File: config.mk
export PLATFORM = sky130hd
export DESIGN_NAME = dual_bank_intc
export DESIGN_NICKNAME = d
export VERILOG_FILES = /design/src/rtl/intc_pkg.sv /design/src/rtl/intc_edge_capture.sv /design/src/rtl/intc_bank.sv /design/src/rtl/intc_regif.sv /design/src/rtl/dual_bank_intc.sv
export SDC_FILE = /design/constraint.sdc
export NUM_CORES = 1
export LEC_CHECK = 0
export BUFFER_PORTS_ARGS = -buffer_cell sky130_fd_sc_hd__buf_2
export CORE_MARGIN = 10
export CORE_UTILIZATION = 60
export CTS_CLUSTER_SIZE = 10
export DETAILED_ROUTE_END_ITERATION = 7
export PLACE_DENSITY = 0.81
export SYNTH_ARGS = -nofsm -noshare
export SYNTH_HDL_FRONTEND = slang
export SYNTH_SLANG_ARGS = --single-unit
File: constraint.sdc
create_clock -name clk -period 2.94 [get_ports clk]
set_clock_uncertainty 0.1 [all_clocks]
set_input_delay 0.147 -clock clk [delete_from_list [all_inputs] [get_ports clk]]
set_output_delay 0.147 -clock clk [all_outputs]
set_load 0.01 [all_outputs]
File: src/rtl/intc_pkg.sv
package intc_pkg;
  localparam int NBANK = 2;

  typedef enum logic [2:0] {
    SEL_MASKED = 3'd0,
    SEL_RAW    = 3'd1,
    SEL_EN     = 3'd2,
    SEL_DIS    = 3'd3,
    SEL_NUM    = 3'd4
  } intc_sel_e;
endpackage

File: src/rtl/intc_edge_capture.sv
module intc_edge_capture #(
  parameter int NSRC = 32
) (
  input  logic            clk,
  input  logic            rst_n,
  input  logic [NSRC-1:0] src_i,
  input  logic [NSRC-1:0] ack_i,
  output logic [NSRC-1:0] raw_o
);
  logic [NSRC-1:0] src_q;
  logic [NSRC-1:0] raw_q;
  logic [NSRC-1:0] edge_w;

  assign edge_w = src_i & ~src_q;

  for (genvar i = 0; i < NSRC; i++) begin : g_bit
    always_ff @(posedge clk or negedge rst_n) begin
      if (!rst_n) begin
        src_q[i] <= 1'b0;
        raw_q[i] <= 1'b0;
      end else begin
        src_q[i] <= src_i[i];
        // a fresh edge outranks an acknowledge of the same bit
        raw_q[i] <= edge_w[i] | (raw_q[i] & ~ack_i[i]);
      end
    end
  end

  assign raw_o = raw_q;

  AST_EDGE_SETS: assert property (@(posedge clk) disable iff (!rst_n)
    (|edge_w) |=> ((raw_q & $past(edge_w)) == $past(edge_w)));
  AST_ACK_CLEARS: assert property (@(posedge clk) disable iff (!rst_n)
    (|ack_i) |=> ((raw_q & $past(ack_i & ~edge_w)) == '0));
  AST_EDGE_WINS: assert property (@(posedge clk) disable iff (!rst_n)
    (|(ack_i & edge_w)) |=> ((raw_q & $past(ack_i & edge_w)) == $past(ack_i & edge_w)));
endmodule

File: src/rtl/intc_bank.sv
module intc_bank #(
  parameter int NSRC  = 32,
  parameter int NUM_W = $clog2(NSRC)
) (
  input  logic             clk,
  input  logic             rst_n,
  input  logic [NSRC-1:0]  raw_i,
  input  logic [NSRC-1:0]  set_i,
  input  logic [NSRC-1:0]  clr_i,
  output logic [NSRC-1:0]  en_o,
  output logic [NSRC-1:0]  masked_o,
  output logic [NUM_W-1:0] num_o,
  output logic             num_valid_o,
  output logic             line_o
);
  logic [NSRC-1:0]  en_q;
  logic [NSRC-1:0]  masked_w;
  logic [NUM_W-1:0] num_w;
  logic             any_w;
  logic             line_q;

  function automatic logic [NUM_W-1:0] lowest_set(input logic [NSRC-1:0] v);
    logic [NUM_W-1:0] idx;
    idx = '0;
    for (int k = NSRC - 1; k >= 0; k--) begin
      if (v[k]) idx = NUM_W'(k);
    end
    return idx;
  endfunction

  always_ff @(posedge clk or negedge rst_n) begin
    if (!rst_n) en_q <= '0;
    else        en_q <= (en_q | set_i) & ~clr_i;
  end

  assign masked_w = raw_i & en_q;
  assign any_w    = |masked_w;
  assign num_w    = any_w ? lowest_set(masked_w) : '0;

  always_ff @(posedge clk or negedge rst_n) begin
    if (!rst_n) line_q <= 1'b0;
    else        line_q <= any_w;
  end

  assign en_o        = en_q;
  assign masked_o    = masked_w;
  assign num_o       = num_w;
  assign num_valid_o = any_w;
  assign line_o      = line_q;

  AST_EN_SET: assert property (@(posedge clk) disable iff (!rst_n)
    (|set_i) |=> ((en_q & $past(set_i)) == $past(set_i)));
  AST_EN_CLR: assert property (@(posedge clk) disable iff (!rst_n)
    (|clr_i) |=> ((en_q & $past(clr_i)) == '0));
  AST_NUM_LOWEST: assert property (@(posedge clk) disable iff (!rst_n)
    any_w |-> (masked_w[num_w] && ((masked_w & ((NSRC'(1) << num_w) - NSRC'(1))) == '0)));
  AST_LINE_DELAY: assert property (@(posedge clk) disable iff (!rst_n)
    1'b1 |=> (line_q == $past(|(raw_i & en_q))));
endmodule

File: src/rtl/intc_regif.sv
module intc_regif
  import intc_pkg::*;
#(
  parameter int NSRC   = 32,
  parameter int NUM_W  = $clog2(NSRC),
  parameter int ADDR_W = 7,
  parameter int DATA_W = 32
) (
  input  logic                        wr_i,
  input  logic [ADDR_W-1:0]           addr_i,
  input  logic [DATA_W-1:0]           wdata_i,
  input  logic [NSRC-1:0]             raw_i,
  input  logic [NBANK-1:0][NSRC-1:0]  en_i,
  input  logic [NBANK-1:0][NSRC-1:0]  masked_i,
  input  logic [NBANK-1:0][NUM_W-1:0] num_i,
  input  logic [NBANK-1:0]            valid_i,
  output logic [NBANK-1:0][NSRC-1:0]  set_o,
  output logic [NBANK-1:0][NSRC-1:0]  clr_o,
  output logic [NSRC-1:0]             ack_o,
  output logic [DATA_W-1:0]           rdata_o
);
  localparam int GAP_HI = ADDR_W - 2;

  logic            bank_w;
  logic            hit_w;
  logic [2:0]      sel_w;
  logic [NSRC-1:0] bitmap_w;

  assign bank_w   = addr_i[ADDR_W-1];
  assign hit_w    = (addr_i[GAP_HI:3] == '0);
  assign sel_w    = addr_i[2:0];
  assign bitmap_w = wdata_i[NSRC-1:0];

  assign ack_o = (wr_i && hit_w && sel_w == SEL_RAW) ? bitmap_w : '0;

  for (genvar b = 0; b < NBANK; b++) begin : g_bank_wr
    logic mine;
    assign mine     = wr_i && hit_w && (bank_w == 1'(b));
    assign set_o[b] = (mine && sel_w == SEL_EN)  ? bitmap_w : '0;
    assign clr_o[b] = (mine && sel_w == SEL_DIS) ? bitmap_w : '0;
  end

  always_comb begin
    rdata_o = '0;
    if (hit_w) begin
      case (sel_w)
        SEL_MASKED:     rdata_o = DATA_W'(masked_i[bank_w]);
        SEL_RAW:        rdata_o = DATA_W'(raw_i);
        SEL_EN, SEL_DIS: rdata_o = DATA_W'(en_i[bank_w]);
        SEL_NUM: begin
          rdata_o[NUM_W-1:0] = num_i[bank_w];
          rdata_o[DATA_W-1]  = valid_i[bank_w];
        end
        default:        rdata_o = '0;
      endcase
    end
  end
endmodule

File: src/rtl/dual_bank_intc.sv
module dual_bank_intc
  import intc_pkg::*;
#(
  parameter int NSRC   = 32,
  parameter int ADDR_W = 7,
  parameter int DATA_W = 32
) (
  input  logic              clk,
  input  logic              rst_n,
  input  logic [NSRC-1:0]   src_i,
  input  logic              reg_wr_i,
  input  logic [ADDR_W-1:0] reg_addr_i,
  input  logic [DATA_W-1:0] reg_wdata_i,
  output logic [DATA_W-1:0] reg_rdata_o,
  output logic              irq_o,
  output logic              fiq_o
);
  localparam int NUM_W = $clog2(NSRC);

  logic [NSRC-1:0]             raw_w;
  logic [NSRC-1:0]             ack_w;
  logic [NBANK-1:0][NSRC-1:0]  set_w;
  logic [NBANK-1:0][NSRC-1:0]  clr_w;
  logic [NBANK-1:0][NSRC-1:0]  en_w;
  logic [NBANK-1:0][NSRC-1:0]  masked_w;
  logic [NBANK-1:0][NUM_W-1:0] num_w;
  logic [NBANK-1:0]            valid_w;
  logic [NBANK-1:0]            line_w;

  intc_edge_capture #(.NSRC(NSRC)) u_capture (
    .clk   (clk),
    .rst_n (rst_n),
    .src_i (src_i),
    .ack_i (ack_w),
    .raw_o (raw_w)
  );

  for (genvar b = 0; b < NBANK; b++) begin : g_bank
    intc_bank #(.NSRC(NSRC), .NUM_W(NUM_W)) u_bank (
      .clk         (clk),
      .rst_n       (rst_n),
      .raw_i       (raw_w),
      .set_i       (set_w[b]),
      .clr_i       (clr_w[b]),
      .en_o        (en_w[b]),
      .masked_o    (masked_w[b]),
      .num_o       (num_w[b]),
      .num_valid_o (valid_w[b]),
      .line_o      (line_w[b])
    );
  end

  intc_regif #(.NSRC(NSRC), .NUM_W(NUM_W), .ADDR_W(ADDR_W), .DATA_W(DATA_W)) u_regif (
    .wr_i     (reg_wr_i),
    .addr_i   (reg_addr_i),
    .wdata_i  (reg_wdata_i),
    .raw_i    (raw_w),
    .en_i     (en_w),
    .masked_i (masked_w),
    .num_i    (num_w),
    .valid_i  (valid_w),
    .set_o    (set_w),
    .clr_o    (clr_w),
    .ack_o    (ack_w),
    .rdata_o  (reg_rdata_o)
  );

  assign irq_o = line_w[0];
  assign fiq_o = line_w[1];

  AST_SHARED_RAW_ACK: assert property (@(posedge clk) disable iff (!rst_n)
    (reg_wr_i && reg_addr_i[ADDR_W-2:0] == (ADDR_W-1)'(1)) |-> (ack_w == reg_wdata_i[NSRC-1:0]));
endmodule

Yosys cells after proc, flatten, opt, wreduce, memory -nomap -nowiden --
Cells that the tools add are included.
Storage, ports and cells: bits of input ports 74, logic and storage cells 276, output and inout bits 34, bits in registers 130
Cells by class: muxes and demuxes 83, $lt $le $gt $ge 1, bitwise operators 107, eq/ne operators 4, reductions and logical operators 13
Operators by type and width (number):
- $mux W5 | 68
- $mux W32 | 10
- $and A32 B32 Y32 | 5
- $not A32 Y32 | 3
- $pmux W26 S3 | 1
- $or A32 B32 Y32 | 2
- $reduce_or A32 Y1 | 2
- $not A1 Y1 | 33
- $and A1 B1 Y1 | 32
- $or A1 B1 Y1 | 32
- $pmux W5 S4 | 1
- $logic_and A1 B1 Y1 | 8
- $eq A3 B2 Y1 const B | 2
- $logic_not A3 Y1 | 2
- $pmux W1 S4 | 1
- $eq A3 B1 Y1 const B | 1
- $eq A3 B3 Y1 const B | 1
- $lt A1 B2 Y1 const B | 1
- $mux W1 | 2
- $reduce_or A2 Y1 | 1

Longest topological paths before layout --
depth after elaboration 38, depth in mapped cells 9, mapped depth without buffers 6

Hierarchy --
A second synthesis with hierarchy kept.
Unflattened totals: cell total of the unflattened synthesis 977, area, all modules 8401.8 um2
Modules (own cells, without submodules):
- intc_bank | sequential area each 825.8 um2, instances 2, area an instance 1765.4 um2, cells an instance 218
- intc_regif | sequential area each 0.0 um2, instances 1, area an instance 2628.8 um2, cells an instance 381
- intc_edge_capture | sequential area each 1601.5 um2, instances 1, area an instance 2242.2 um2, cells an instance 160

Worst setup path after synthesis --
Ideal clock, no wire load.
kind register to output, start register u_capture.raw_q[17] (netlist: u_capture.raw_o[17]), end output port reg_rdata_o[0], required time 2.693 ns, buffers on the path 0, setup slack 0.802 ns, data arrival time 1.891 ns, cell stages (with the launch flop) 6, cell sequence dfrtp_1 -> a22o_1 -> nand4b_4 -> or4_4 -> o211a_1 -> or3_1
On the way: elaborated cells between the ends (all ways) 46, classes of those cells 42 x mux; 2 x bitwise; 2 x reduce/logical
RTL lines:
- start: declaration | RTL line intc_edge_capture.sv:11 | logic [NSRC-1:0] raw_q;
- start signal: indexed assignment | RTL line intc_edge_capture.sv:24 | raw_q[i] <= edge_w[i] | (raw_q[i] & ~ack_i[i]);
- $and A32 B32 Y32 | RTL line intc_bank.sv:36 | assign masked_w = raw_i & en_q;
- $reduce_or A32 Y1 | RTL line intc_bank.sv:37 | assign any_w = |masked_w;
- net g_bank[1].u_bank.num_valid_o | RTL line intc_bank.sv:13 | output logic num_valid_o,
- $mux W5 | RTL line intc_bank.sv:38 | assign num_w = any_w ? lowest_set(masked_w) : '0;
- $mux W5 (not written as such) (2 in series) | RTL line intc_regif.sv:51 | rdata_o[NUM_W-1:0] = num_i[bank_w];
- $pmux W5 S4 | RTL line intc_regif.sv:46 | case (sel_w)
- $mux W32 | RTL line intc_regif.sv:45 | if (hit_w) begin
- end: declaration | RTL line dual_bank_intc.sv:14 | output logic [DATA_W-1:0] reg_rdata_o,
The timed path passes the listed nets, and every way through them passes these cells. The select of a mux whose other input is x is not followed.

Worst setup path in the final report --
start register u_capture.raw_q[25] (netlist: u_capture.raw_o[25]), end output port reg_rdata_o[0]
On the way: elaborated cells between the ends (all ways) 62, classes of those cells 58 x mux; 2 x bitwise; 2 x reduce/logical
RTL lines (RTL line):
- $and A32 B32 Y32 | intc_bank.sv:36
- $reduce_or A32 Y1 | intc_bank.sv:37
- net g_bank[0].u_bank.num_valid_o | intc_bank.sv:13
- $mux W5 | intc_bank.sv:38
- $mux W5 (not written as such) (2 in series) | intc_regif.sv:51
- $pmux W5 S4 | intc_regif.sv:46
- $mux W32 | intc_regif.sv:45
The timed path passes the listed nets, and every way through them passes these cells. The select of a mux whose other input is x is not followed.

==> results.json <==
{
  "synth_top_area_cell": "dfrtp_1",
  "largest_buffer_count_on_any_clock_path": 2,
  "max_clock_freq_mhz": 334.1,
  "synth_compound_gate_area_share": 0.2799,
  "worst-setup-path-type": "reg -> out",
  "post_layout_cell_count": 1057,
  "setup_repair_after_global_routing_missed_its_margin": "true",
  "grt_start_max_net_pins": 58,
  "area_share_of_the_largest_cell_type_after_synthesis": 0.4970,
  "leakage_nw": 4.153,
  "post_synth_mux_area_share": 0.05506,
  "detailedPlacementHpwl_um": 14130,
  "clock_tree.root_cell": "clkbuf_8",
  "yosys-top-cells-area": "dfrtp_1, a21oi_1, nand2_1",
  "vias_in_the_first_global_route": 6971,
  "crit_path_max_fanout": 4,
  "regToRegStartpoint": "u_capture.raw_o[25]$_DFF_PN0_",
  "failing_checks": "setup timing",
  "place.detailed.instances": 943,
  "postSynthCellCount": 713,
  "clock_latency_ns": 0.55,
  "cts_max_level": 4,
  "status": "complete, but fails checks",
  "yosysUniqueCellTypes": 47,
  "crit_path_max_incr_delay_ns": 0.42,
  "ff2ff_path_depth": 5,
  "tritoncts": "yes",
  "cts_buffers": 17,
  "cap_violations": 0,
  "drc": 0,
  "timing_worst_slew_pin_value_ns": 0.7533,
  "total_die_area_mm2": 0.01549,
  "synthesis.yosys.warnings": 0,
  "ant_nets": 0,
  "area_grow_syn2layout_pct": 34.87,
  "holdWs_ns": 0.1166,
  "wl_per_cell_um": 21.08,
  "vias_per_cell": 6.537,
  "fin_ws_ns": -0.05321,
  "slew_headroom": 0.4978,
  "placement_rows": 38,
  "gp_congestion": 0.9518,
  "clock_sinks": 130,
  "maxSlewViolCount": 0,
  "postRouteWirelength_um": 22280,
  "crit_path_cell_trace": "buf_4 -> a22o_1 -> nand4bb_1 -> nor3_2 -> nand2_1 -> o211a_1 -> or3_1 -> buf_2",
  "timing.critical_path.arrival_ns": 2.75,
  "power.density_mw_per_mm2": 601.3,
  "grt_pass1_wl_um": 36000,
  "grt_util_all_layers": 0.2812,
  "peakVddDrop_mv": 0.5568,
  "grt_remaining_overflow": 0,
  "hp-class": "in -> async",
  "place.port_buffers": 107,
  "drive_gt1_frac": 0.2713,
  "die_x_um": 124.4,
  "post_synthesis_share_of_cell_area_spent_on_full_adders_half_adders_and_majority_gates": 0,
  "final_min_period_over_clock_period": 1.018,
  "rr_endpoint": "g_bank[0].u_bank.line_o$_DFF_PN0_",
  "cp-endpoint": "reg_rdata_o[0]",
  "via_count": 6910,
  "setup.worst_path.end_class": "primary output",
  "hold_violation_count_in_the_final_report": 0,
  "coreArea_mm2": 0.01075,
  "antenna_found_initial": 3,
  "synth_seq_area_share": 0.4970,
  "die_height_um": 124.4,
  "synthSimpleGateAreaFrac": 0.1260,
  "launching_instance_or_port_of_the_critical_path": "u_capture.raw_o[25]$_DFF_PN0_",
  "fin_util": 0.8215,
  "cp_data_required_time_ns": 2.69,
  "detailedRoute.firstPassIterationCount": 7,
  "minimum_period_implied_by_the_final_worst_setup_slack_ns": 2.993,
  "worstSetupStartpointType": "flop",
  "flip_flop_and_latch_count_after_synthesis": 130,
  "largest_family_of_logic_cells_by_synthesized_area": "compound AO/OA/AOI/OAI gates",
  "detailedRoute.firstIterationViolations": 1022,
  "finish.net_count": 975,
  "rrSetupSlack_ns": 1.12,
  "grt_util_met1": 0.3361,
  "synth_area_per_cell_um2": 9.180,
  "io_pins": 108,
  "global_route.peak_usage_layer": "met2",
  "synth_xor_xnor_area_share": 0,
  "cpMaxStageDelayCell": "dfrtp_2",
  "clock_transition_at_the_registers_of_the_reported_paths_ns": 0.06,
  "final_setup_violations": 2,
  "start_util": 0.6091,
  "syn-cell-area_mm2": 0.006545,
  "synthesis.nets": 787,
  "grt_use_met2": 0.4684,
  "grt.met3_usage": 0.07745
}
==> stage by stage <==
step	setup WS, ns	area (um2)	total power [mW]	TNS (ns)
finish	-0.05321	8827	5.308	-0.09692
global route	-0.1417	8827	5.501	-0.3172
CTS	-0.002868	8613	5.206	-0.002868
detailed placement	0.4755	7282	2.831	0
global placement	0.5245	7282	2.808	0
floorplan	0.8019	6545	2.519	0
==> state kept, by name, summed over array words and instances, names as in the netlist <==
signal                cells
u_capture.raw_o          32
u_capture.src_q          32
g_bank.u_bank.line_o      2
g_bank.u_bank.en_o       64
==> layer usage <==
layer  vias to the layer above  part of all wire
li1                       2995                 -
met2                       489              0.49
met5                         -                 0
met4                         0             0.038
met1                      3322              0.38
met3                       104             0.097
==> cells by family (layout without fill, tap and decap cells) <==
logic type | Yosys count | in the layout
buffers and inverters | 72 | 273
multiplexers | 32 | 32
other | 0 | 3
flip-flops | 130 | 130
AND/OR/NAND/NOR | 185 | 185
AO/OA/AOI/OAI | 294 | 294
==> synth_stat cells (all sizes together) <==
cell and count:
dfrtp 130, nor3 7, nand2 109, or3b 1
o31ai 2, o41a 1, mux2 32, a32oi 9
a21o 2, nand4bb 1, o32ai 1, nor4 1
or4 1, o22ai 33, a221oi 2, nand4 4
a211oi 5, nor2b 3, o21bai 1, a32o 5
a222oi 2, o21ai 37, nand2b 4, o211ai 6
a41oi 1, clkbuf 27, and2 3, a22o 9
a311oi 1, nand4b 2, a31oi 2, buf 8
nor2 35, inv 37, or3 1, a22oi 27
and3 4, o2111ai 3, o211a 2, o32a 1
a21oi 139, nand3 9, a2111oi 3
==> cells in the final DEF (no fill, tap or decap), drive strengths merged, types with 7 or more instances in the layout <==
cell,n
a22oi,27
buf,139
clkbuf,20
o21ai,37
nand2,109
nor2,35
o22ai,33
a22o,9
dlygate4sd3,65
a21oi,139
a32oi,9
inv,38
nand3,9
mux2,32
nor3,7
dfrtp,130
==> report_power, final <==
part	switching [mW]	total [mW]	leakage (nW)	internal [mW]
clock network	0.821	2.31	0.306	1.49
logic	0.523	0.979	2.31	0.456
registers	0.123	2.02	1.54	1.89
total	1.47	5.31	4.15	3.84
==> layout make-up <==
class                   count  area, um2
fillers                   650       1918
inverters                  37      138.9
clock buffers              20      435.4
multi-input cells         511       3157
well taps                 140      175.2
repair buffers            204       1441
clock inverters            12      205.2
flip-flops and latches    130       3267
diodes                      3      7.507
==> worst min path at each step <==
stage / endpoint / slack, ns / depth (start not counted)
after floorplan: g_bank[0].u_bank.en_o[0]$_DFF_PN0_ / -0.25 / 0
after global placement: u_capture.src_q[29]$_DFF_PN0_ / 0.14 / 1
after global routing: u_capture.src_q[4]$_DFF_PN0_ / 0.15 / 2
after CTS: u_capture.src_q[30]$_DFF_PN0_ / 0.13 / 2
after detailed placement: u_capture.src_q[29]$_DFF_PN0_ / 0.16 / 1
final: u_capture.src_q[29]$_DFF_PN0_ / 0.12 / 2
==> timing repair <==
action | 4_1_cts | 5_1_grt
resized for setup | 11 | 23
setup endpoints to repair | 4 | 5
setup buffers | 0 | 14
pin swaps | 7 | 14
endpoints found under the hold margin | 183 | 0
hold buffers | 65 | 0
==> worst max-delay path, delay by kind of cell (launching register included) <==
| family | cells | cell delay [ns] |
|---|---|---|
| AOI/OAI and AO/OA | 2 | 0.40 |
| and+or+nand+nor | 4 | 1.07 |
| DFF | 1 | 0.42 |
| buffers and inverters | 2 | 0.31 |
Note: power is estimated with default switching activity, not from simulation.
